File: src/rtl/rxq_pkg.sv
package rxq_pkg;

    typedef enum logic [1:0] {
        TRIG_1  = 2'd0,
        TRIG_4  = 2'd1,
        TRIG_8  = 2'd2,
        TRIG_14 = 2'd3
    } trig_sel_e;

endpackage

File: src/rtl/rxq_trig_decode.sv
module rxq_trig_decode #(
    parameter int CW = 5
) (
    input  logic [1:0]    sel_i,
    output logic [CW-1:0] level_o
);
    import rxq_pkg::*;

    always_comb begin
        case (trig_sel_e'(sel_i))
            TRIG_1:  level_o = CW'(1);
            TRIG_4:  level_o = CW'(4);
            TRIG_8:  level_o = CW'(8);
            TRIG_14: level_o = CW'(14);
            default: level_o = CW'(1);
        endcase
    end
endmodule

File: src/rtl/rxq_timer.sv
module rxq_timer #(
    parameter int LIMIT = 15,
    localparam int TW = $clog2(LIMIT + 1)
) (
    input  logic clk,
    input  logic rst_n,
    input  logic restart_i,
    input  logic cancel_i,
    input  logic tick_i,
    output logic expire_o
);
    typedef struct packed {
        logic          active;
        logic [TW-1:0] cnt;
    } tmr_t;

    tmr_t tmr_d, tmr_q;

    always_comb begin
        tmr_d    = tmr_q;
        expire_o = 1'b0;
        if (restart_i) begin
            tmr_d.active = 1'b1;
            tmr_d.cnt    = TW'(LIMIT);
        end else if (cancel_i) begin
            tmr_d.active = 1'b0;
        end else if (tmr_q.active && tick_i) begin
            if (tmr_q.cnt == TW'(1)) begin
                expire_o     = 1'b1;
                tmr_d.active = 1'b0;
            end else begin
                tmr_d.cnt = tmr_q.cnt - TW'(1);
            end
        end
    end

    always_ff @(posedge clk or negedge rst_n) begin
        if (!rst_n) tmr_q <= '0;
        else        tmr_q <= tmr_d;
    end
endmodule

File: src/rtl/rxq_store.sv
module rxq_store #(
    parameter int DEPTH = 16,
    parameter int DW    = 8,
    localparam int PW   = $clog2(DEPTH)
) (
    input  logic          clk,
    input  logic          we_i,
    input  logic [PW-1:0] waddr_i,
    input  logic [DW-1:0] wdata_i,
    input  logic [PW-1:0] raddr_i,
    output logic [DW-1:0] rdata_o
);
    logic [DW-1:0] mem_q [DEPTH];

    always_ff @(posedge clk) begin
        if (we_i) mem_q[waddr_i] <= wdata_i;
    end

    assign rdata_o = mem_q[raddr_i];
endmodule

File: src/rtl/rxq_fifo.sv
module rxq_fifo #(
    parameter int DEPTH   = 16,
    parameter int DW      = 8,
    parameter int TMO_ETU = 15,
    localparam int PW     = $clog2(DEPTH),
    localparam int CW     = $clog2(DEPTH + 1)
) (
    input  logic          clk,
    input  logic          rst_n,
    input  logic          push_i,
    input  logic [DW-1:0] push_data_i,
    input  logic          pop_i,
    input  logic          flush_i,
    input  logic [1:0]    trig_sel_i,
    input  logic          rx_en_i,
    input  logic          rx_irq_en_i,
    input  logic          etu_tick_i,
    output logic [DW-1:0] head_o,
    output logic [CW-1:0] count_o,
    output logic          full_flag_o,
    output logic          irq_o
);
    typedef struct packed {
        logic [PW-1:0] wr;
        logic [PW-1:0] rd;
        logic [CW-1:0] cnt;
        logic          flag;
        logic          irq;
    } ctl_t;

    ctl_t ctl_d, ctl_q;

    logic [CW-1:0] level;
    logic [CW-1:0] cnt_nx;
    logic          pop_ok, push_ok, reach;
    logic          tmr_restart, tmr_cancel, tmr_expire;
    logic          set_evt;
    logic [DW-1:0] rdata;

    rxq_trig_decode #(.CW(CW)) u_trig (
        .sel_i   (trig_sel_i),
        .level_o (level)
    );

    rxq_timer #(.LIMIT(TMO_ETU)) u_tmr (
        .clk       (clk),
        .rst_n     (rst_n),
        .restart_i (tmr_restart),
        .cancel_i  (tmr_cancel),
        .tick_i    (etu_tick_i),
        .expire_o  (tmr_expire)
    );

    rxq_store #(.DEPTH(DEPTH), .DW(DW)) u_store (
        .clk     (clk),
        .we_i    (push_ok && !flush_i),
        .waddr_i (ctl_q.wr),
        .wdata_i (push_data_i),
        .raddr_i (ctl_q.rd),
        .rdata_o (rdata)
    );

    always_comb begin
        pop_ok  = pop_i && (ctl_q.cnt != '0);
        push_ok = push_i && rx_en_i && ((ctl_q.cnt != CW'(DEPTH)) || pop_ok);
        cnt_nx  = ctl_q.cnt + CW'(push_ok) - CW'(pop_ok);
        reach   = push_ok && (cnt_nx >= level);

        tmr_restart = !flush_i && push_ok && !reach;
        tmr_cancel  = flush_i || (reach && rx_irq_en_i);

        ctl_d   = ctl_q;
        set_evt = 1'b0;
        if (flush_i) begin
            ctl_d = '0;
        end else begin
            ctl_d.cnt = cnt_nx;
            if (push_ok) ctl_d.wr = ctl_q.wr + PW'(1);
            if (pop_ok)  ctl_d.rd = ctl_q.rd + PW'(1);
            if (reach) begin
                ctl_d.flag = 1'b1;
            end else if (pop_ok && (cnt_nx < level)) begin
                ctl_d.flag = 1'b0;
            end
            if (tmr_expire) ctl_d.flag = 1'b1;
            set_evt   = reach || tmr_expire;
            ctl_d.irq = rx_irq_en_i && (set_evt || (ctl_q.irq && ctl_d.flag));
        end
    end

    always_ff @(posedge clk or negedge rst_n) begin
        if (!rst_n) ctl_q <= '0;
        else        ctl_q <= ctl_d;
    end

    assign head_o      = (ctl_q.cnt == '0) ? '0 : rdata;
    assign count_o     = ctl_q.cnt;
    assign full_flag_o = ctl_q.flag;
    assign irq_o       = ctl_q.irq;
endmodule

File: config.mk
export PLATFORM = sky130hd
export DESIGN_NAME = rxq_fifo
export DESIGN_NICKNAME = d
export VERILOG_FILES = /design/src/rtl/rxq_pkg.sv /design/src/rtl/rxq_trig_decode.sv /design/src/rtl/rxq_timer.sv /design/src/rtl/rxq_store.sv /design/src/rtl/rxq_fifo.sv
export SDC_FILE = /design/constraint.sdc
export NUM_CORES = 1
export LEC_CHECK = 0
export ABC_AREA = 1
export CAP_MARGIN = 20
export CORE_ASPECT_RATIO = 1.1
export CORE_MARGIN = 4
export CORE_UTILIZATION = 40
export DETAILED_ROUTE_END_ITERATION = 10
export PLACE_DENSITY = 0.54
export SLEW_MARGIN = 20
export SYNTH_ARGS = -nofsm -noshare
export SYNTH_HDL_FRONTEND = slang
export SYNTH_SLANG_ARGS = --single-unit
File: constraint.sdc
create_clock -name clk -period 4.74 [get_ports clk]
set_clock_uncertainty 0.05 [all_clocks]
set_input_delay 0.711 -clock clk [delete_from_list [all_inputs] [get_ports clk]]
set_output_delay 0.711 -clock clk [all_outputs]
set_load 0.005 [all_outputs]
* Yosys cells after proc, flatten, opt, wreduce, memory -nomap -nowiden *
Memory sizes are Yosys's and may differ from the RTL's.
Cells that the tools add are included.
Widths: inputs -> output; s select.

word-level totals
  flip-flop bits (word level) = 20
  bits in writable memories = 128
  logic and storage cells = 70
  memories kept = 1

memory list
  memory         words  width  rd ports  clocked after memory_dff  write ports  RTL line         text
  u_store.mem_q  16     8      1         0                         1            rxq_store.sv:13  logic [DW-1:0] mem_q [DEPTH];

operators by class
  add/sub/neg operators = 5
  magnitude comparators = 2
  equal/unequal tests = 7
  mux-type cells = 21
  reductions and logical operators = 27

operator list
  operator             number
  $pmux 5 s4           1
  $mux 4               4
  $mux 15              1
  $mux 1               12
  $logic_and 1x1->1    11
  $mux 5               2
  $add 4x1->4 const B  2
  $mux 8               1
  $reduce_bool 2->1    3
  $reduce_bool 3->1    2
  $add 5x1->5          1
  $ge 5x5->1           1
  $logic_not 5->1      1
  $lt 5x5->1           1
  $ne 5x5->1 const B   1
  $reduce_bool 5->1    1
  $sub 5x1->5          1
  $eq 2x2->1 const B   2
  $eq 4x1->1 const B   1
  $logic_or 1x1->1     4
  $ne 2x2->1 const B   2
  $sub 4x1->4 const B  1
  $reduce_and 3->1     1
  $eq 2x1->1 const B   1
  3 further kinds      4

* Longest topological paths before layout *
  depth after elaboration = 18
  gate-level depth with buffers = 25
  gate-level depth less buffers = 25

* Modules after synthesis *
A second synthesis with hierarchy kept.

second synthesis, totals
  cells, all modules = 741
  area, all modules = 7088.0 um^2

by module, submodules not included
  module           instances  cells an instance  area an instance (um^2)  seq. area each (um^2)
  rxq_store        1          543                5606.6                   3843.7
  rxq_fifo         1          154                1142.3                   375.4
  rxq_timer        1          37                 309.0                    125.1
  rxq_trig_decode  1          7                  30.0                     0.0

* Worst setup path before layout *
Ideal clock, no wire load.

  kind = register -> register
  start = reg ctl_q, in the netlist count_o[3]
  end = reg u_tmr.tmr_q[2] (netlist bit)
  setup time = 0.117 ns
  arrival time = 3.109 ns
  data required time = 4.573 ns
  slack = 1.465 ns
  cell stages (with the launch flop) = 25
  path buffers = 0
  cells stage by stage = dfrtp_1 -> inv_1 -> ha_1 -> nand3_1 -> nand2_1 -> inv_1 -> ha_1 -> inv_1 -> ha_1 -> fa_1 -> nor2_1 -> nor2_1 -> ha_1 -> nand2_1 -> nand2_1 -> nand2_1 -> inv_1 -> nor2_1 -> nand3_1 -> nand3_1 -> nand2_2 -> inv_2 -> nand2_4 -> nand2_1 -> nand2_1

between the ends
  word-level cells in the longest chain between the ends = 12
  elaborated cells between the ends (all ways) = 19

ends and longest elaborated chain
  what                                                              RTL line                        text
  from (decl)                                                       rxq_fifo.sv:31                  ctl_t ctl_d, ctl_q;
  from (signal assigned)                                            rxq_fifo.sv:93                  else ctl_q <= ctl_d;
  $reduce_bool 5->1                                                 rxq_fifo.sv:64                  pop_ok = pop_i && (ctl_q.cnt != '0);
  $logic_and 1x1->1                                                 rxq_fifo.sv:64
  $logic_or 1x1->1                                                  rxq_fifo.sv:65                  push_ok = push_i && rx_en_i && ((ctl_q.cnt != CW'(DEPTH)) || pop_ok);
  $logic_and 1x1->1                                                 rxq_fifo.sv:65
  $add 5x1->5                                                       rxq_fifo.sv:66                  cnt_nx = ctl_q.cnt + CW'(push_ok) - CW'(pop_ok);
  $sub 5x1->5                                                       rxq_fifo.sv:66
  $ge 5x5->1                                                        rxq_fifo.sv:67                  reach = push_ok && (cnt_nx >= level);
  $logic_and 1x1->1                                                 rxq_fifo.sv:67
  $logic_not 1->1 or $logic_and 1x1->1 (tied branches)              rxq_fifo.sv:69, rxq_fifo.sv:70
  $logic_and 1x1->1 or $logic_or 1x1->1 (tied branches)             rxq_fifo.sv:69, rxq_fifo.sv:70
  $ne 2x2->1 (no source line) or $reduce_bool 2->1 (tied branches)  --
  $reduce_and 3->1 (no source line)                                 --
  to (signal assigned)                                              rxq_timer.sv:39                 else tmr_q <= tmr_d;
  to (decl)                                                         rxq_timer.sv:17                 tmr_t tmr_d, tmr_q;

Several ways; a longest one is shown, not always the timed one.
A chain may end at the register's enable or synchronous reset.

* Worst setup path in the final report *
  start = reg ctl_q[7] (netlist bit)
  end = out head_o[7]

between the ends
  word-level cells in the longest chain between the ends = 2

ends and longest elaborated chain
  what          RTL line        text
  $mem_v2 16x8  --
  $mux 8        rxq_fifo.sv:96  assign head_o = (ctl_q.cnt == '0) ? '0 : rdata;
  to (decl)     rxq_fifo.sv:18  output logic [DW-1:0] head_o,

Every way passes these cells.

==> metrics.cfg <==
[status]
outcome = complete, no violations

[floorplanning]
fp.dieW_um = 130
core.rowCount = 48
die_h_um = 142
die-area_mm2 = 0.0185
io_pins = 33
core_area_mm2 = 0.0159
start_util_pct = 41.3

[yosys]
syn_area_per_cell_um2 = 11.6
synthCells = 566
synth_cell_types = 34
synth-edff-count = 128
ys.warnings.count = 0
synth_area_mm2 = 0.00657
async_flop_share_pct = 13.5
synth_nets = 602
synthTopCellsByArea = edfxtp_1 58%, dfrtp_1 7.6%, nor2_1 5.6%
yosysSeqAreaShare_pct = 66.1
synth_most_common_cell = edfxtp_1
synth_commonest_cells = 128 x edfxtp_1, 98 x nor2_1, 63 x o21ai_0, 52 x nand2_1, 34 x inv_1
synthFlopType = edfxtp_1
synth_top_area_share_pct = 58.5
yosysTopAreaCell = edfxtp_1
ys_ff_latch = 148

[worst_hold_path]
whs_path_depth = 2
hp-class = reg -> reg
min_to = u_tmr.tmr_q[1]
min_from = u_tmr.tmr_q[1]

[placed_design]
place_hpwl_mm = 9.59
io_buffers = 32
dpl_cell_area_mm2 = 0.00707
gp_congestion = 0.845
dp_cells = 785
dp_slack_ns = 0.701

[cts]
root_buffer = clkbuf_16
clkSinkCount = 148
clk_path_buf_depth = 2
cts_made_buffers = 17
post_cts_buffers = 0
clkLatencyLatePin_ns = 0.42
path_clk_slew_ns = 0.06
post_cts_resized = 0
cts_tree = yes
htreeDepth = 4
hold_buffers = 0

[global_route]
grt.overflow.total = 0
grt_pass1_vias = 4389
grt_first_pass_wirelength_mm = 24.1
antenna_found_initial = 0
grt_max_degree = 66
track_usage_pct = 17.6

[timing]
finalSetupTns_ns = 0
drv_slew = 0
clock.fmax_mhz = 273
hold_viol_final = 0
layout_setup_ws_ns = 1.08
whs_ns = 0.471
fin_crit_sh_pct = 77.3
slew_headroom_pct = 30.7
worstMarginPinSlew_ns = 1.04
setup_viol = 0
rsz0062_at_grt = no
fin_crit_ns = 3.66

[power_and_ir_drop]
ir_worst_vdd_mv = 0.347
p_comb_share_pct = 31.0
switching_share_pct = 32.7
p_switching_mw = 1.36
power_frac_clock_pct = 32.2
pwr_density_cell_mw_per_mm2 = 541
p_leak_nw = 2.75
internal_power_mw = 2.79
seqPwrFrac_pct = 36.8

[setup_path]
crit_path_start_kind = flip-flop
slowest_delay_ns = 0.56
worstPathCellList = buf_4 > o21ai_0 > o221ai_1 > nand3_1 > a21oi_1 > clkdlybuf4s50_1
arrival_ns = 2.90
r2r_end = u_tmr.tmr_q[0]
cp.depth = 6
crit_path_end_kind = output port
regToRegSetupSlack_ns = 1.11
crit_buf_inv = 2
required_ns = 3.98
cp_top_family = buffers and inverters
rr_startpoint = count_o[3]
crit_fanout = 54
worstSetupPathType = reg -> out
crit_slowest_cell = clkdlybuf4s50_1
reg2regPathDepth = 24

[final_layout]
stdcell_count = 817
drive_above_1_share_pct = 10.0
syn_to_final_growth_pct = 16.6
stdcell_area_mm2 = 0.00766
nets = 640
antenna_cells = 0

[flow_run]
drv_cap = 0

[route]
routed_wl_mm = 15.6
drt-pass1-iter-count = 5
drcViolationCount = 0
viasPerCell = 5.40
ant_nets = 0
drt_iter0_markers = 374
wl_per_cell_um = 19.0
via_count = 4412

-- per-layer routing --
metal	wire length [µm]	up-vias	share of wire (%)	global-route usage, %
met3	900	24	5.8	5.03
met4	351	0	2.3	6.35
met5	0	-	0	0
met2	7490	127	48	28.3
met1	6810	2157	44	22.7
li1	-	2104	-	-
-- sequential cells by signal, summed over array words and instances, names as in the netlist --
| signal | flops |
|---|---|
| count_o | 5 |
| irq_o | 1 |
| u_tmr.tmr_q | 5 |
| ctl_q | 8 |
| full_flag_o | 1 |
| u_store.mem_q | 128 |
-- worst max path at each step --
stage / endpoint / start / slack, ns
2_1_floorplan: u_tmr.tmr_q[2] / count_o[3] / 1.46
3_3_place_gp: u_tmr.tmr_q[0] / pop_i / 0.77
3_5_place_dp: u_tmr.tmr_q[2] / pop_i / 0.70
4_1_cts: head_o[1] / ctl_q[7] / 1.06
5_1_grt: u_tmr.tmr_q[0] / count_o[3] / 0.69
6_report: head_o[7] / ctl_q[7] / 1.08
-- through the flow --
| step | utilization (%) | power (mW) |
|---|---|---|
| finish | 48.1 | 4.15 |
| global route | 48.1 | 4.41 |
| floorplan | - | 2.45 |
| CTS | 48.1 | 4.19 |
| detailed placement | 44.4 | 2.85 |
| global placement | 44.4 | 2.82 |
-- power groups by stage --
stage / logic [mW] / registers, mW / clock network [mW]
finish: 1.29 / 1.53 / 1.33
global route: 1.46 / 1.54 / 1.42
CTS: 1.30 / 1.53 / 1.36
detailed placement: 1.30 / 1.55 / 0
global placement: 1.27 / 1.55 / 0
floorplan: 0.917 / 1.54 / 0
-- worst register-to-register path, stage by stage (launching register included) --
cell and delay, ns:
dfrtp_1 0.41, inv_1 0.13, ha_1 0.21, nand3_1 0.12
nand2_1 0.14, inv_1 0.11, ha_1 0.29, inv_1 0.04
ha_1 0.19, fa_1 0.38, nor2_1 0.14, nor2_1 0.07
ha_1 0.32, nand2_1 0.08, nand2_1 0.04, nand2_1 0.07
inv_1 0.04, nor2_1 0.13, nand3_1 0.11, nand3_1 0.10
nand2_2 0.07, inv_2 0.12, nand2_4 0.06, nand2_1 0.06
nand2_1 0.05
-- cells by family (layout without fill, tap and decap cells) --
kind of cell    count (synthesis)  in the layout  share of synthesized area, %
compound gates                123            123                          11.1
xor+xnor                        2              2                         0.267
fa+ha+maj                      18             18                          3.54
buf+inv                        70            121                          5.33
flops                         148            148                          66.1
simple gates                  205            205                          13.6
-- layout make-up --
class / count / area [µm²]
Fill cell: 1427 / 8250
Sequential cell: 148 / 4350
Multi-Input combinational cell: 348 / 1880
Timing Repair Buffer: 49 / 448
Clock buffer: 18 / 429
Tap cell: 200 / 250
Clock inverter: 14 / 160
Inverter: 40 / 153
-- layout by cell type, fill, tap and decap left out, types with 2 or more instances in the layout --
cell and instances:
nand4_1 2, nand3_1 28, o21ai_0 63, nand2_1 52
nor3_1 15, o22ai_1 8, o21ai_1 13, bufinv_16 3
xnor2_1 2, edfxtp_1 128, nand2_2 2, clkbuf_16 17
inv_6 2, buf_4 17, a21oi_1 12, o221ai_1 24
inv_1 34, nor2_2 2, ha_1 17, clkinv_2 2
nor2_1 98, clkdlybuf4s50_1 32, nor2_4 2, clkinv_1 4
clkinvlp_4 3, inv_2 4, nand3_4 2, dfrtp_1 19
Note: power is estimated with default switching activity, not from simulation.
